===== src/rtl/wcal_pkg.sv =====
package wcal_pkg;

  localparam logic [7:0] CODE_NONE = 8'h00;
  localparam logic [7:0] CODE_PASS = 8'hFF;
  localparam logic [7:0] CODE_FAIL = 8'hFE;

  // strobes from the sequencer to the datapath, one cycle each
  typedef struct packed {
    logic clearAll;     // new run: wipe offsets, mask, result, latency
    logic incOffset;    // same lane, next offset
    logic recordPass;   // mark current lane as passing
    logic nextLane;     // advance to the next lane
    logic bumpLatency;  // step latency, wipe offsets and mask, lane 0
    logic finishPass;   // latch pass code
    logic finishFail;   // latch fail code
  } wcalStrobes_t;

endpackage


===== src/rtl/wcal_ctrl.sv =====
module wcal_ctrl
  import wcal_pkg::*;
(
  input  logic         clk,
  input  logic         rstN,
  input  logic         calStart,
  input  logic         testDone,
  input  logic         testPass,
  input  logic         lastLane,
  input  logic         offsetAtMax,
  input  logic         latencyAtMax,
  output wcalStrobes_t strobes,
  output logic         testStart,
  output logic         busy,
  output logic         done
);

  typedef enum logic [1:0] {
    ST_IDLE   = 2'd0,
    ST_LAUNCH = 2'd1,
    ST_WAIT   = 2'd2,
    ST_FINISH = 2'd3
  } state_t;

  state_t state, nextState;

  always_comb begin
    nextState = state;
    strobes   = '0;
    case (state)
      ST_IDLE: begin
        if (calStart) begin
          strobes.clearAll = 1'b1;
          nextState        = ST_LAUNCH;
        end
      end
      ST_LAUNCH: nextState = ST_WAIT;
      ST_WAIT: begin
        if (testDone) begin
          if (testPass) begin
            strobes.recordPass = 1'b1;
            if (lastLane) begin
              strobes.finishPass = 1'b1;
              nextState          = ST_FINISH;
            end else begin
              strobes.nextLane = 1'b1;
              nextState        = ST_LAUNCH;
            end
          end else if (!offsetAtMax) begin
            strobes.incOffset = 1'b1;
            nextState         = ST_LAUNCH;
          end else if (!latencyAtMax) begin
            strobes.bumpLatency = 1'b1;
            nextState           = ST_LAUNCH;
          end else begin
            strobes.finishFail = 1'b1;
            nextState          = ST_FINISH;
          end
        end
      end
      default: nextState = ST_IDLE;
    endcase
  end

  always_ff @(posedge clk or negedge rstN) begin
    if (!rstN) state <= ST_IDLE;
    else       state <= nextState;
  end

  assign testStart = (state == ST_LAUNCH);
  assign busy      = (state == ST_LAUNCH) || (state == ST_WAIT);
  assign done      = (state == ST_FINISH);


  done_pulse_chk: assert property (@(posedge clk) disable iff (!rstN)
    done |=> !done);


  launch_pulse_chk: assert property (@(posedge clk) disable iff (!rstN)
    testStart |=> !testStart);


  launch_needs_answer_chk: assert property (@(posedge clk) disable iff (!rstN)
    (testStart && !$past(strobes.clearAll)) |-> $past(testDone));


  start_busy_chk: assert property (@(posedge clk) disable iff (!rstN)
    strobes.clearAll |=> busy);

endmodule


===== src/rtl/wcal_datapath.sv =====
module wcal_datapath
  import wcal_pkg::*;
#(
  parameter int NUM_LANES = 5,
  parameter int OFFSET_W  = 4,
  parameter int LAT_MIN   = 0,
  parameter int LAT_MAX   = 3,
  localparam int LANE_W   = (NUM_LANES > 1) ? $clog2(NUM_LANES) : 1,
  localparam int COUNT_W  = $clog2(NUM_LANES + 1),
  localparam int LAT_W    = (LAT_MAX > 0) ? $clog2(LAT_MAX + 1) : 1
) (
  input  logic                          clk,
  input  logic                          rstN,
  input  wcalStrobes_t                  strobes,
  input  logic [COUNT_W-1:0]            laneCount,
  output logic [LANE_W-1:0]             curLane,
  output logic [OFFSET_W-1:0]           curOffset,
  output logic [LAT_W-1:0]              latency,
  output logic                          lastLane,
  output logic                          offsetAtMax,
  output logic                          latencyAtMax,
  output logic [NUM_LANES*OFFSET_W-1:0] laneOffsets,
  output logic [NUM_LANES-1:0]          laneOkMask,
  output logic [7:0]                    resultCode
);

  logic [OFFSET_W-1:0] offReg [NUM_LANES];
  logic [NUM_LANES-1:0] okReg;
  logic [LANE_W-1:0]   lastIdx;
  logic [LANE_W-1:0]   lastSel;

  // clamp the requested lane count into 1..NUM_LANES
  always_comb begin
    if (laneCount == '0)
      lastSel = '0;
    else if (laneCount > COUNT_W'(NUM_LANES))
      lastSel = LANE_W'(NUM_LANES - 1);
    else
      lastSel = LANE_W'(laneCount - 1'b1);
  end

  always_ff @(posedge clk or negedge rstN) begin
    if (!rstN) begin
      lastIdx    <= '0;
      curLane    <= '0;
      latency    <= LAT_W'(LAT_MIN);
      resultCode <= CODE_NONE;
    end else begin
      if (strobes.clearAll) begin
        lastIdx    <= lastSel;
        curLane    <= '0;
        latency    <= LAT_W'(LAT_MIN);
        resultCode <= CODE_NONE;
      end else begin
        if (strobes.bumpLatency) begin
          curLane <= '0;
          latency <= latency + 1'b1;
        end else if (strobes.nextLane) begin
          curLane <= curLane + 1'b1;
        end
        if (strobes.finishPass)      resultCode <= CODE_PASS;
        else if (strobes.finishFail) resultCode <= CODE_FAIL;
      end
    end
  end

  always_ff @(posedge clk or negedge rstN) begin
    if (!rstN) begin
      for (int i = 0; i < NUM_LANES; i++) offReg[i] <= '0;
      okReg <= '0;
    end else if (strobes.clearAll || strobes.bumpLatency) begin
      for (int i = 0; i < NUM_LANES; i++) offReg[i] <= '0;
      okReg <= '0;
    end else begin
      for (int i = 0; i < NUM_LANES; i++) begin
        if (curLane == LANE_W'(i)) begin
          if (strobes.incOffset)  offReg[i] <= offReg[i] + 1'b1;
          if (strobes.recordPass) okReg[i]  <= 1'b1;
        end
      end
    end
  end

  always_comb begin
    curOffset = offReg[0];
    for (int k = 1; k < NUM_LANES; k++)
      if (curLane == LANE_W'(k)) curOffset = offReg[k];
  end

  for (genvar g = 0; g < NUM_LANES; g++) begin : g_pack
    assign laneOffsets[g*OFFSET_W +: OFFSET_W] = offReg[g];
  end

  assign laneOkMask   = okReg;
  assign lastLane     = (curLane == lastIdx);
  assign offsetAtMax  = &curOffset;
  assign latencyAtMax = (latency == LAT_W'(LAT_MAX));


  inc_no_wrap_chk: assert property (@(posedge clk) disable iff (!rstN)
    strobes.incOffset |-> !offsetAtMax);


  lane_in_range_chk: assert property (@(posedge clk) disable iff (!rstN)
    curLane <= lastIdx);


  bump_clears_chk: assert property (@(posedge clk) disable iff (!rstN)
    strobes.bumpLatency |=> (okReg == '0) && (curLane == '0) && (curOffset == '0));


  pass_moves_on_chk: assert property (@(posedge clk) disable iff (!rstN)
    strobes.nextLane |=> (curOffset == '0) && okReg[curLane - 1'b1]);

endmodule


===== src/rtl/wcal_sweep.sv =====
module wcal_sweep
  import wcal_pkg::*;
#(
  parameter int NUM_LANES = 5,
  parameter int OFFSET_W  = 4,
  parameter int LAT_MIN   = 0,
  parameter int LAT_MAX   = 3,
  localparam int LANE_W   = (NUM_LANES > 1) ? $clog2(NUM_LANES) : 1,
  localparam int COUNT_W  = $clog2(NUM_LANES + 1),
  localparam int LAT_W    = (LAT_MAX > 0) ? $clog2(LAT_MAX + 1) : 1
) (
  input  logic                          clk,
  input  logic                          rstN,
  input  logic                          calStart,
  input  logic [COUNT_W-1:0]            laneCount,
  output logic                          testStart,
  output logic [LANE_W-1:0]             testLane,
  output logic [OFFSET_W-1:0]           testOffset,
  output logic [LAT_W-1:0]              wrLatency,
  input  logic                          testDone,
  input  logic                          testPass,
  output logic                          busy,
  output logic                          done,
  output logic [7:0]                    resultCode,
  output logic [NUM_LANES*OFFSET_W-1:0] laneOffsets,
  output logic [NUM_LANES-1:0]          laneOkMask
);

  wcalStrobes_t strobes;
  logic lastLane, offsetAtMax, latencyAtMax;

  wcal_ctrl u_ctrl (
    .clk          (clk),
    .rstN         (rstN),
    .calStart     (calStart),
    .testDone     (testDone),
    .testPass     (testPass),
    .lastLane     (lastLane),
    .offsetAtMax  (offsetAtMax),
    .latencyAtMax (latencyAtMax),
    .strobes      (strobes),
    .testStart    (testStart),
    .busy         (busy),
    .done         (done)
  );

  wcal_datapath #(
    .NUM_LANES (NUM_LANES),
    .OFFSET_W  (OFFSET_W),
    .LAT_MIN   (LAT_MIN),
    .LAT_MAX   (LAT_MAX)
  ) u_dp (
    .clk          (clk),
    .rstN         (rstN),
    .strobes      (strobes),
    .laneCount    (laneCount),
    .curLane      (testLane),
    .curOffset    (testOffset),
    .latency      (wrLatency),
    .lastLane     (lastLane),
    .offsetAtMax  (offsetAtMax),
    .latencyAtMax (latencyAtMax),
    .laneOffsets  (laneOffsets),
    .laneOkMask   (laneOkMask),
    .resultCode   (resultCode)
  );


  done_code_chk: assert property (@(posedge clk) disable iff (!rstN)
    done |-> ((resultCode == CODE_PASS) || (resultCode == CODE_FAIL)) && !busy);


  fail_at_top_chk: assert property (@(posedge clk) disable iff (!rstN)
    (done && resultCode == CODE_FAIL) |-> (wrLatency == LAT_W'(LAT_MAX)));


  pass_lane0_chk: assert property (@(posedge clk) disable iff (!rstN)
    (done && resultCode == CODE_PASS) |-> laneOkMask[0]);


  latency_step_chk: assert property (@(posedge clk) disable iff (!rstN)
    (busy && $past(busy) && (wrLatency != $past(wrLatency)))
      |-> (wrLatency == $past(wrLatency) + 1'b1) && (laneOkMask == '0));


  result_hold_chk: assert property (@(posedge clk) disable iff (!rstN)
    (!busy && !done && !$past(done) && !$past(busy)) |-> $stable(resultCode));

endmodule


===== config.mk =====
export PLATFORM = sky130hd
export DESIGN_NAME = wcal_sweep
export DESIGN_NICKNAME = d
export VERILOG_FILES = /design/src/rtl/wcal_pkg.sv /design/src/rtl/wcal_ctrl.sv /design/src/rtl/wcal_datapath.sv /design/src/rtl/wcal_sweep.sv
export SDC_FILE = /design/constraint.sdc
export NUM_CORES = 1
export LEC_CHECK = 0
export ABC_AREA = 1
export BUFFER_PORTS_ARGS = -buffer_cell sky130_fd_sc_hd__buf_2
export CAP_MARGIN = 20
export CORE_MARGIN = 5
export CORE_UTILIZATION = 59
export CTS_CLUSTER_SIZE = 40
export DETAILED_ROUTE_END_ITERATION = 16
export GPL_ROUTABILITY_DRIVEN = 0
export PLACE_DENSITY = 0.95
export RECOVER_POWER = 50
export SKIP_LAST_GASP = 1
export SLEW_MARGIN = 20
export SYNTH_ARGS = -nofsm -noshare
export SYNTH_HDL_FRONTEND = slang
export SYNTH_SLANG_ARGS = --single-unit

===== constraint.sdc =====
create_clock -name clk -period 3.4 [get_ports clk]
set_clock_uncertainty 0.1 [all_clocks]
set_input_delay 0.51 -clock clk [delete_from_list [all_inputs] [get_ports clk]]
set_output_delay 0.51 -clock clk [all_outputs]
set_load 0.01 [all_outputs]

==> results_tabular.tex, run 1 <==
\begin{tabular}{lr}
\hline
Metric & Value \\
\hline
\multicolumn{2}{l}{\textbf{Run status}} \\
Outcome & finished, violations left \\
Failing checks & capacitance limit, slew limit \\
\multicolumn{2}{l}{\textbf{Setup path}} \\
Standard cell with the maximum stage delay on the critical path & sky130\_fd\_sc\_hd\_\_dfrtp\_1 \\
Kind of launch point of the worst setup path & flop \\
Element type at the critical path end & output pin \\
Crit path arrival time & approximately 2000 ps \\
CP most frequent cell & sky130\_fd\_sc\_hd\_\_nand2\_1 \\
RR Startpoint & u\_dp.curLane[0] \\
Largest delay share family, worst path & flip-flops \\
Max stage delay on crit path & $\sim$450 ps \\
Worst reg-to-reg setup slack & 840 ps \\
Number of cells on the worst reg-to-reg path & 15 \\
Critical path fanouts, max & 7 \\
FF-to-FF End & u\_dp.laneOffsets[12] \\
Worst-path cell chain & inv\_1, ha\_1, nand2\_1, o21ai\_0, inv\_1, nand2\_1, nand2\_1, nand2\_1, inv\_1, buf\_2 \\
Worst EP required & 2790 ps \\
Critical setup path kind & flop to output pin \\
Number of buffers and inverters on the critical path & 4 \\
\multicolumn{2}{l}{\textbf{Power and ir drop}} \\
Peak ir drop on the vdd network & approximately 0.34 mV \\
Internal Pwr Total & between 0.0009 and 0.001 W \\
Pwr/cell area & $\sim$650 nW/um2 \\
Sequential share of power & 0.363 \\
NetSw & approximately 0.00078 W \\
Fraction of power consumed by the clock network & 0.163 \\
Net switching fraction of the power & 0.452 \\
Proportion of power drawn by combinational gates & 0.474 \\
Total power & roughly 0.0017 W \\
Standby leakage power & between 1.5 and 2 nW \\
\multicolumn{2}{l}{\textbf{Drt}} \\
Per-cell routed wire length & 13.9 um \\
Post-detailed-route via-to-cell ratio & approximately 5.4 \\
Number of vias after detailed routing & between 2000 and 2500 \\
Iter 0 DRT Violations & 160 \\
Antenna Violating Nets Remaining & 0 \\
Total DRC errors in the routed layout & 0 \\
First drt pass iteration count & 4 \\
WL final & roughly 5.7 mm \\
\multicolumn{2}{l}{\textbf{Clock tree}} \\
Cell at the root of the clock tree & sky130\_fd\_sc\_hd\_\_clkbuf\_8 \\
Post-cts gate resize count & 0 \\
Clock sink count & 37 \\
Insertion delay of the later-clocked pin in the worst-skew pair & 290 ps \\
Max H-tree Level & 2 \\
Setup repair bufs after CTS & 0 \\
Number of buffers on the longest clock path & 2 \\
Clock edge transition at the registers on the reported setup and hold paths & 70 ps \\
Clock tree from TritonCTS & built \\
Number of buffers inserted by hold repair at cts & 0 \\
Number of buffers added by the clock tree synthesis step & 5 \\
\multicolumn{2}{l}{\textbf{Synth}} \\
Cell Area, Synth & approximately 2400 um2 \\
Synthesized netlist net count & between 300 and 400 \\
Portion of the post-synthesis area used by sequential elements & 0.386 \\
Count of synthesis-stage warnings from yosys & 0 \\
Post-synthesis async set-or-reset flop share & 1.00 \\
Post-synth EDFFs & 0 \\
Ys flop type & sky130\_fd\_sc\_hd\_\_dfrtp\_1 \\
Number of synthesized register bits & 37 \\
Gate count of the mapped netlist & 313 \\
Mean cell area of the mapped netlist & between 7 and 8 um2 \\
Count of distinct cell types in the synthesized netlist & 32 \\
\multicolumn{2}{l}{\textbf{GRT}} \\
Number of global-route vias before repair & roughly 2200 \\
Largest net degree at the start of global routing & 38 \\
GRT overflow & 0 \\
Initial antenna violation count & 0 \\
Global-route usage over all layers & 0.230 \\
Wire length of the first global-routing pass & about 9.6 mm \\
\multicolumn{2}{l}{\textbf{Hold path}} \\
Hold path start & laneCount[0] \\
Number of cells on the worst hold path & 2 \\
Type of the tightest min-delay check & primary input to flop \\
Hold Crit Endpoint & u\_dp.lastIdx[0] \\
\multicolumn{2}{l}{\textbf{Placement}} \\
HPWL after detailed placement & 4.39 mm \\
Pre-CTS setup slack & around 900 ps \\
IO Port Bufs & 52 \\
\multicolumn{2}{l}{\textbf{STA}} \\
Setup repair after global routing missed its margin & false \\
Post-route clock period utilization & 0.769 \\
Setup WS post-layout & 787 ps \\
Transition time at the pin with the least slew margin & 1980 ps \\
Time the final worst path needs with I/O delays and setup & 2610 ps \\
Hold Violations, Final & 0 \\
Max\_slew headroom & -0.320 \\
Setup TNS Final & 0 ps \\
Final count of negative-setup-slack endpoints & 0 \\
Number of slew-limit violations in the final report & 38 \\
Maximum operating frequency & about 380 MHz \\
\multicolumn{2}{l}{\textbf{Floorplanning}} \\
Horizontal extent of the die & roughly 74 um \\
Die H & roughly 74 um \\
Core Footprint & 3970 um2 \\
Starting Density & 0.604 \\
I/O pin count & 53 \\
Floorplan die area & about 5400 um2 \\
Cell Rows & 23 \\
\multicolumn{2}{l}{\textbf{Run}} \\
Maximum Capacitance Violations & 1 \\
\multicolumn{2}{l}{\textbf{Cells and area}} \\
Most common cell after layout, fill and taps aside & sky130\_fd\_sc\_hd\_\_nand2\_1 \\
Share of post-route cells with drive strength above 1 & 0.150 \\
Number of diodes added for antenna fixing & 0 \\
Highest-count cells in the layout ignoring fill and taps & 82 x sky130\_fd\_sc\_hd\_\_nand2\_1, 40 x sky130\_fd\_sc\_hd\_\_inv\_1, 37 x sky130\_fd\_sc\_hd\_\_dfrtp\_1 \\
Number of nets in the layout & between 300 and 400 \\
Layout overhead on the synthesized area & 12.2\% \\
\hline
\end{tabular}
## layer usage
| layer | wire length, um | part of all wire | GRT usage | vias up |
|---|---|---|---|---|
| met3 | 374 | 0.065 | 0.0424 | 20 |
| li1 | - | - | - | 1073 |
| met5 | 0 | 0 | 0 | - |
| met4 | 195 | 0.034 | 0.127 | 0 |
| met2 | 2860 | 0.50 | 0.381 | 83 |
| met1 | 2290 | 0.40 | 0.279 | 1063 |
## cell type report
type	count	area [um2]
Timing Repair Buffer	52	233
Inverter	44	165
Tap cell	50	62.6
Clock buffer	5	68.8
Multi-Input combinational cell	222	1230
Clock inverter	1	5.00
Fill cell	332	1280
Sequential cell	37	926
## power by group through the flow
stage	Combinational [W]	Clock [W]	Sequential (W)
finish	0.000825	0.000283	0.000630
global route	0.000929	0.000309	0.000642
CTS	0.000836	0.000289	0.000626
detailed placement	0.000834	0	0.000633
global placement	0.000804	0	0.000627
floorplan	0.000599	0	0.000641
## metrics by stage
step	cells	cell area (um2)	utilization	hold slack, ps
after floorplan	313	2400	-	114
final	411	2690	0.678	334
after global placement	405	2650	0.666	399
after detailed placement	405	2650	0.666	404
after global routing	411	2690	0.678	339
after CTS	411	2720	0.685	236
## state kept, by name (all words and copies together) (netlist names)
register / cells
u_ctrl.state: 2
u_dp.curLane: 3
u_dp.laneOffsets: 20
u_dp.laneOkMask: 5
u_dp.lastIdx: 3
u_dp.latency: 2
u_dp.resultCode: 2
## cell usage after synthesis, types with 2 or more instances
library cell              count  area, um2
sky130_fd_sc_hd__nor3_1       2       10.0
sky130_fd_sc_hd__ha_1        18        225
sky130_fd_sc_hd__buf_4        6       45.0
sky130_fd_sc_hd__nand2_2      2       12.5
sky130_fd_sc_hd__nor2_2       3       18.8
sky130_fd_sc_hd__o31ai_1      2       15.0
sky130_fd_sc_hd__xnor2_1      5       43.8
sky130_fd_sc_hd__nand2_1     82        308
sky130_fd_sc_hd__inv_2        4       15.0
sky130_fd_sc_hd__xor2_1       8       70.1
sky130_fd_sc_hd__nand4_1      2       12.5
sky130_fd_sc_hd__nand2_4      2       22.5
sky130_fd_sc_hd__nor2_1      28        105
sky130_fd_sc_hd__nor2_4       2       22.5
sky130_fd_sc_hd__or2_2        2       12.5
sky130_fd_sc_hd__dfrtp_1     37        926
sky130_fd_sc_hd__nand3_1     36        180
sky130_fd_sc_hd__buf_6        2       22.5
sky130_fd_sc_hd__inv_1       40        150
sky130_fd_sc_hd__a21oi_1     12       60.1
sky130_fd_sc_hd__o21ai_0      7       35.0
## cell families after synthesis
| logic type | after synthesis | synth area share |
|---|---|---|
| flip-flops | 37 | 0.386 |
| XOR/XNOR | 13 | 0.0474 |
| buffers and inverters | 54 | 0.101 |
| AO/OA/AOI/OAI | 27 | 0.0641 |
| adder cells (fa/ha/maj) | 18 | 0.0938 |
| AND/OR/NAND/NOR | 164 | 0.308 |
## how the worst max path moves through the flow
stage	startpoint	end	cells after the start
6_report	u_dp.curLane[0]	testOffset[3]	10
5_1_grt	u_dp.curLane[0]	testOffset[3]	10
4_1_cts	u_dp.curLane[0]	testOffset[3]	10
3_5_place_dp	u_dp.curLane[0]	u_dp.laneOffsets[12]	15
3_3_place_gp	u_dp.curLane[0]	u_dp.laneOffsets[12]	14
2_1_floorplan	u_dp.curLane[0]	u_dp.laneOffsets[6]	15
Note: power is estimated with default switching activity, not from simulation.
==> inputs of run 2 (changes only) <==
Settings changed: ABC_AREA 1 to 0, CORE_UTILIZATION 59 to 54, PLACE_DENSITY 0.95 to 0.9.
Clock period 3.4 ns to 2.6 ns, I/O delays scaled along.
==> run 2 against run 1 <==
Net effect: the run ends with capacitance limit, slew limit, setup timing left; non-clock buffer count up 12; sequential share of layout area decreased by 1.0 points; largest power group is now sequential cells; synthesized cell count down 21%; via count down 5.5%.
==> results_tabular.tex, run 2 <==
\begin{tabular}{lr}
\hline
Metric & Value \\
\hline
\multicolumn{2}{l}{\textbf{Run status}} \\
Outcome & finished, violations left \\
Failing checks & capacitance limit, slew limit, setup timing \\
\multicolumn{2}{l}{\textbf{Synth}} \\
Most instantiated library cell after synthesis & sky130\_fd\_sc\_hd\_\_dfrtp\_1 \\
Adder and majority cell fraction of the synthesized area & 0.0977 \\
Synthesized netlist net count & 272 \\
Portion of the post-synthesis area used by sequential elements & 0.402 \\
Main area contributors after synthesis & sky130\_fd\_sc\_hd\_\_dfrtp\_1 40\%, sky130\_fd\_sc\_hd\_\_ha\_1 9.8\%, sky130\_fd\_sc\_hd\_\_a21oi\_1 5.4\%, sky130\_fd\_sc\_hd\_\_nor2\_1 4.2\%, sky130\_fd\_sc\_hd\_\_xnor2\_1 3.8\% \\
Post-synth EDFFs & 0 \\
Dominant combinational cell family by area after synthesis & simple AND/OR/NAND/NOR gates \\
Synth top cells by count & 37 x sky130\_fd\_sc\_hd\_\_dfrtp\_1, 26 x sky130\_fd\_sc\_hd\_\_nor2\_1, 25 x sky130\_fd\_sc\_hd\_\_a21oi\_1 \\
Portion of synthesized cell area occupied by the leading cell type & 0.402 \\
Share of the synthesized netlist area taken by xor and xnor gates & 0.0532 \\
Cell Area, Synth & between 2000 and 2500 um2 \\
Synth Area in Compound Gates & 0.161 \\
Count of synthesis-stage warnings from yosys & 0 \\
Multiplexer fraction of the synthesized cell area & 0.0358 \\
Number of synthesized register bits & 37 \\
Ys flop type & sky130\_fd\_sc\_hd\_\_dfrtp\_1 \\
Mean cell area of the mapped netlist & between 9 and 10 um2 \\
Library cell with the largest summed area after synthesis & sky130\_fd\_sc\_hd\_\_dfrtp\_1 \\
Post-synthesis async set-or-reset flop share & 1.00 \\
Simple logic cell fraction of the synthesized area & 0.194 \\
Count of distinct cell types in the synthesized netlist & between 40 and 50 \\
Gate count of the mapped netlist & roughly 250 \\
\multicolumn{2}{l}{\textbf{Power and ir drop}} \\
Total power & 0.00176 W \\
NetSw & slightly below 0.0007 W \\
Pwr/cell area & between 600 and 700 nW/um2 \\
Fraction of power consumed by the clock network & 0.222 \\
Peak ir drop on the vdd network & 0.375 mV \\
Proportion of power drawn by combinational gates & 0.380 \\
Net switching fraction of the power & 0.383 \\
Internal Pwr Total & roughly 0.0011 W \\
Sequential share of power & 0.398 \\
Standby leakage power & 1.33 nW \\
\multicolumn{2}{l}{\textbf{GRT}} \\
Largest net degree at the start of global routing & 38 \\
Wire length of the first global-routing pass & a little under 9 mm \\
Number of global-route vias before repair & 1850 \\
Initial antenna violation count & 0 \\
Global-route usage over all layers & 0.206 \\
GRT overflow & 0 \\
\multicolumn{2}{l}{\textbf{STA}} \\
Final-layout worst hold slack & between 200 and 250 ps \\
Transition time at the pin with the least slew margin & slightly below 2000 ps \\
Maximum operating frequency & around 380 MHz \\
Hold Violations, Final & 0 \\
Final count of negative-setup-slack endpoints & 3 \\
Setup WS post-layout & -25.4 ps \\
Time the final worst path needs with I/O delays and setup & between 2000 and 3000 ps \\
Max\_slew headroom & -0.288 \\
Number of slew-limit violations in the final report & 38 \\
Post-route clock period utilization & 1.01 \\
\multicolumn{2}{l}{\textbf{Cells and area}} \\
Multi-input combinational cell area & approximately 1400 um2 \\
Final cell count without fillers & 353 \\
Share of post-route cells with drive strength above 1 & 0.221 \\
Highest-count cells in the layout ignoring fill and taps & 35 x sky130\_fd\_sc\_hd\_\_dfrtp\_1, 29 x sky130\_fd\_sc\_hd\_\_buf\_2, 26 x sky130\_fd\_sc\_hd\_\_nor2\_1, 26 x sky130\_fd\_sc\_hd\_\_clkbuf\_1, 24 x sky130\_fd\_sc\_hd\_\_a21oi\_1 \\
Utilization after layout & 0.685 \\
Fillers & roughly 310 \\
Layout overhead on the synthesized area & 20.7\% \\
Flip-flop count of the largest register after layout & 20 \\
Footprint of the flip-flops and latches & between 900 and 1000 um2 \\
Most common cell after layout, fill and taps aside & sky130\_fd\_sc\_hd\_\_dfrtp\_1 \\
Number of diodes added for antenna fixing & 0 \\
Number of nets in the layout & between 300 and 400 \\
\multicolumn{2}{l}{\textbf{Drt}} \\
Total DRC errors in the routed layout & 0 \\
Post-detailed-route via-to-cell ratio & 5.99 \\
Number of vias after detailed routing & 2115 \\
Iter 0 DRT Violations & 286 \\
Antenna Violating Nets Remaining & 0 \\
WL final & $\sim$6.1 mm \\
Per-cell routed wire length & 17.3 um \\
First drt pass iteration count & 4 \\
\multicolumn{2}{l}{\textbf{Clock tree}} \\
Number of buffers added by the clock tree synthesis step & 5 \\
Clock sink count & 37 \\
Cell at the root of the clock tree & sky130\_fd\_sc\_hd\_\_clkbuf\_8 \\
Number of buffers on the longest clock path & 2 \\
Clock tree from TritonCTS & built \\
Max H-tree Level & 2 \\
Clock edge transition at the registers on the reported setup and hold paths & 70 ps \\
Insertion delay of the later-clocked pin in the worst-skew pair & 290 ps \\
\multicolumn{2}{l}{\textbf{Run}} \\
Maximum Capacitance Violations & 1 \\
\multicolumn{2}{l}{\textbf{Placement}} \\
Number of placed instances with taps included & around 340 \\
HPWL after detailed placement & approximately 4.0 mm \\
IO Port Bufs & 52 \\
\multicolumn{2}{l}{\textbf{Setup path}} \\
Kind of launch point of the worst setup path & flop \\
Worst-path cell chain & inv\_1, ha\_4, or4b\_1, o2111ai\_1, a22oi\_1, and2\_4, or4\_1, a21oi\_1 \\
Critical setup path kind & flop to flop \\
Max stage delay on crit path & between 500 and 600 ps \\
Standard cell with the maximum stage delay on the critical path & sky130\_fd\_sc\_hd\_\_or4\_1 \\
Worst reg-to-reg setup slack & -30 ps \\
Critical path fanouts, max & 11 \\
Worst EP required & about 2700 ps \\
Element type at the critical path end & flop \\
Crit path arrival time & 2740 ps \\
\multicolumn{2}{l}{\textbf{Floorplanning}} \\
Floorplan die area & approximately 5700 um2 \\
I/O pin count & between 50 and 60 \\
Starting Density & 0.568 \\
Horizontal extent of the die & approximately 75 um \\
Cell Rows & 23 \\
Core Footprint & approximately 4000 um2 \\
Die H & 75.3 um \\
\multicolumn{2}{l}{\textbf{Hold path}} \\
Type of the tightest min-delay check & primary input to flop \\
\hline
\end{tabular}
## run 2: metrics by stage
step	TNS, ps	worst slack (ps)	instance area, um2
2_1_floorplan	0	3.12	2330
3_3_place_gp	0	106	2620
3_5_place_dp	0	21.0	2620
4_1_cts	0	13.5	2700
5_1_grt	-1410	-74.7	2780
6_report	-44.0	-25.4	2780
## run 2: repair_timing
item | 4_1_cts | 5_1_grt
hold endpoints to repair | 0 | 0
endpoints found under the setup margin | 1 | 29
gates cloned | 0 | 1
hold buffers | 0 | 0
resized for setup | 2 | 13
setup buffers | 0 | 2
pin swaps | 0 | 2
## run 2: final timing paths
check / from / to / cells past startpoint
worst max-delay path: u_dp.curLane[1] / u_dp.laneOffsets[11] / 8
worst min-delay path: laneCount[0] / u_dp.lastIdx[0] / 2
worst max register to register: u_dp.curLane[1] / u_dp.laneOffsets[11] / 8
worst min register to register: u_dp.lastIdx[2] / u_dp.lastIdx[2] / 2
max in group asynchronous: rstN / u_dp.curLane[0] / 1
min in group asynchronous: rstN / u_dp.laneOffsets[10] / 1
## run 2: cell type report
cell class,instances,area share
inverter,9,0.0121
timing repair buffer,64,0.116
clock buffer,8,0.0288
tap,50,0.0225
multi-input combinational,185,0.487
sequential,37,0.334
## run 2: worst max-delay path: cells and delay by family (launching register included)
family / cells / cell delay (ps)
AND/OR/NAND/NOR: 3 / 1190
AO/OA/AOI/OAI: 3 / 480
flip-flops: 1 / 450
adder cells (fa/ha/maj): 1 / 180
buffers and inverters: 1 / 150
## run 2: metal layers
layer  wire (um)  GRT usage  share of wire  vias to the layer above
met4          74     0.0641          0.012                        0
li1            -          -              -                      985
met1        2520      0.272           0.41                     1025
met5           0          0              0                        -
met3         523     0.0620          0.086                       12
met2        2970      0.327           0.49                       93
## run 2: cell families (layout without fill, tap and decap cells)
logic type,count (synthesis),count (layout)
AND/OR/NAND/NOR,85,86
AO/OA/AOI/OAI,59,59
flip-flops,37,37
buffers and inverters,25,81
adder cells (fa/ha/maj),18,18
XOR/XNOR,14,14
multiplexers,8,8
## run 2: power groups by stage
stage,Sequential (W),Combinational [W],Clock [W]
3_3_place_gp,0.000700,0.000583,0
6_report,0.000701,0.000668,0.000391
3_5_place_dp,0.000704,0.000601,0
4_1_cts,0.000693,0.000609,0.000393
5_1_grt,0.000710,0.000723,0.000418
2_1_floorplan,0.000701,0.000433,0
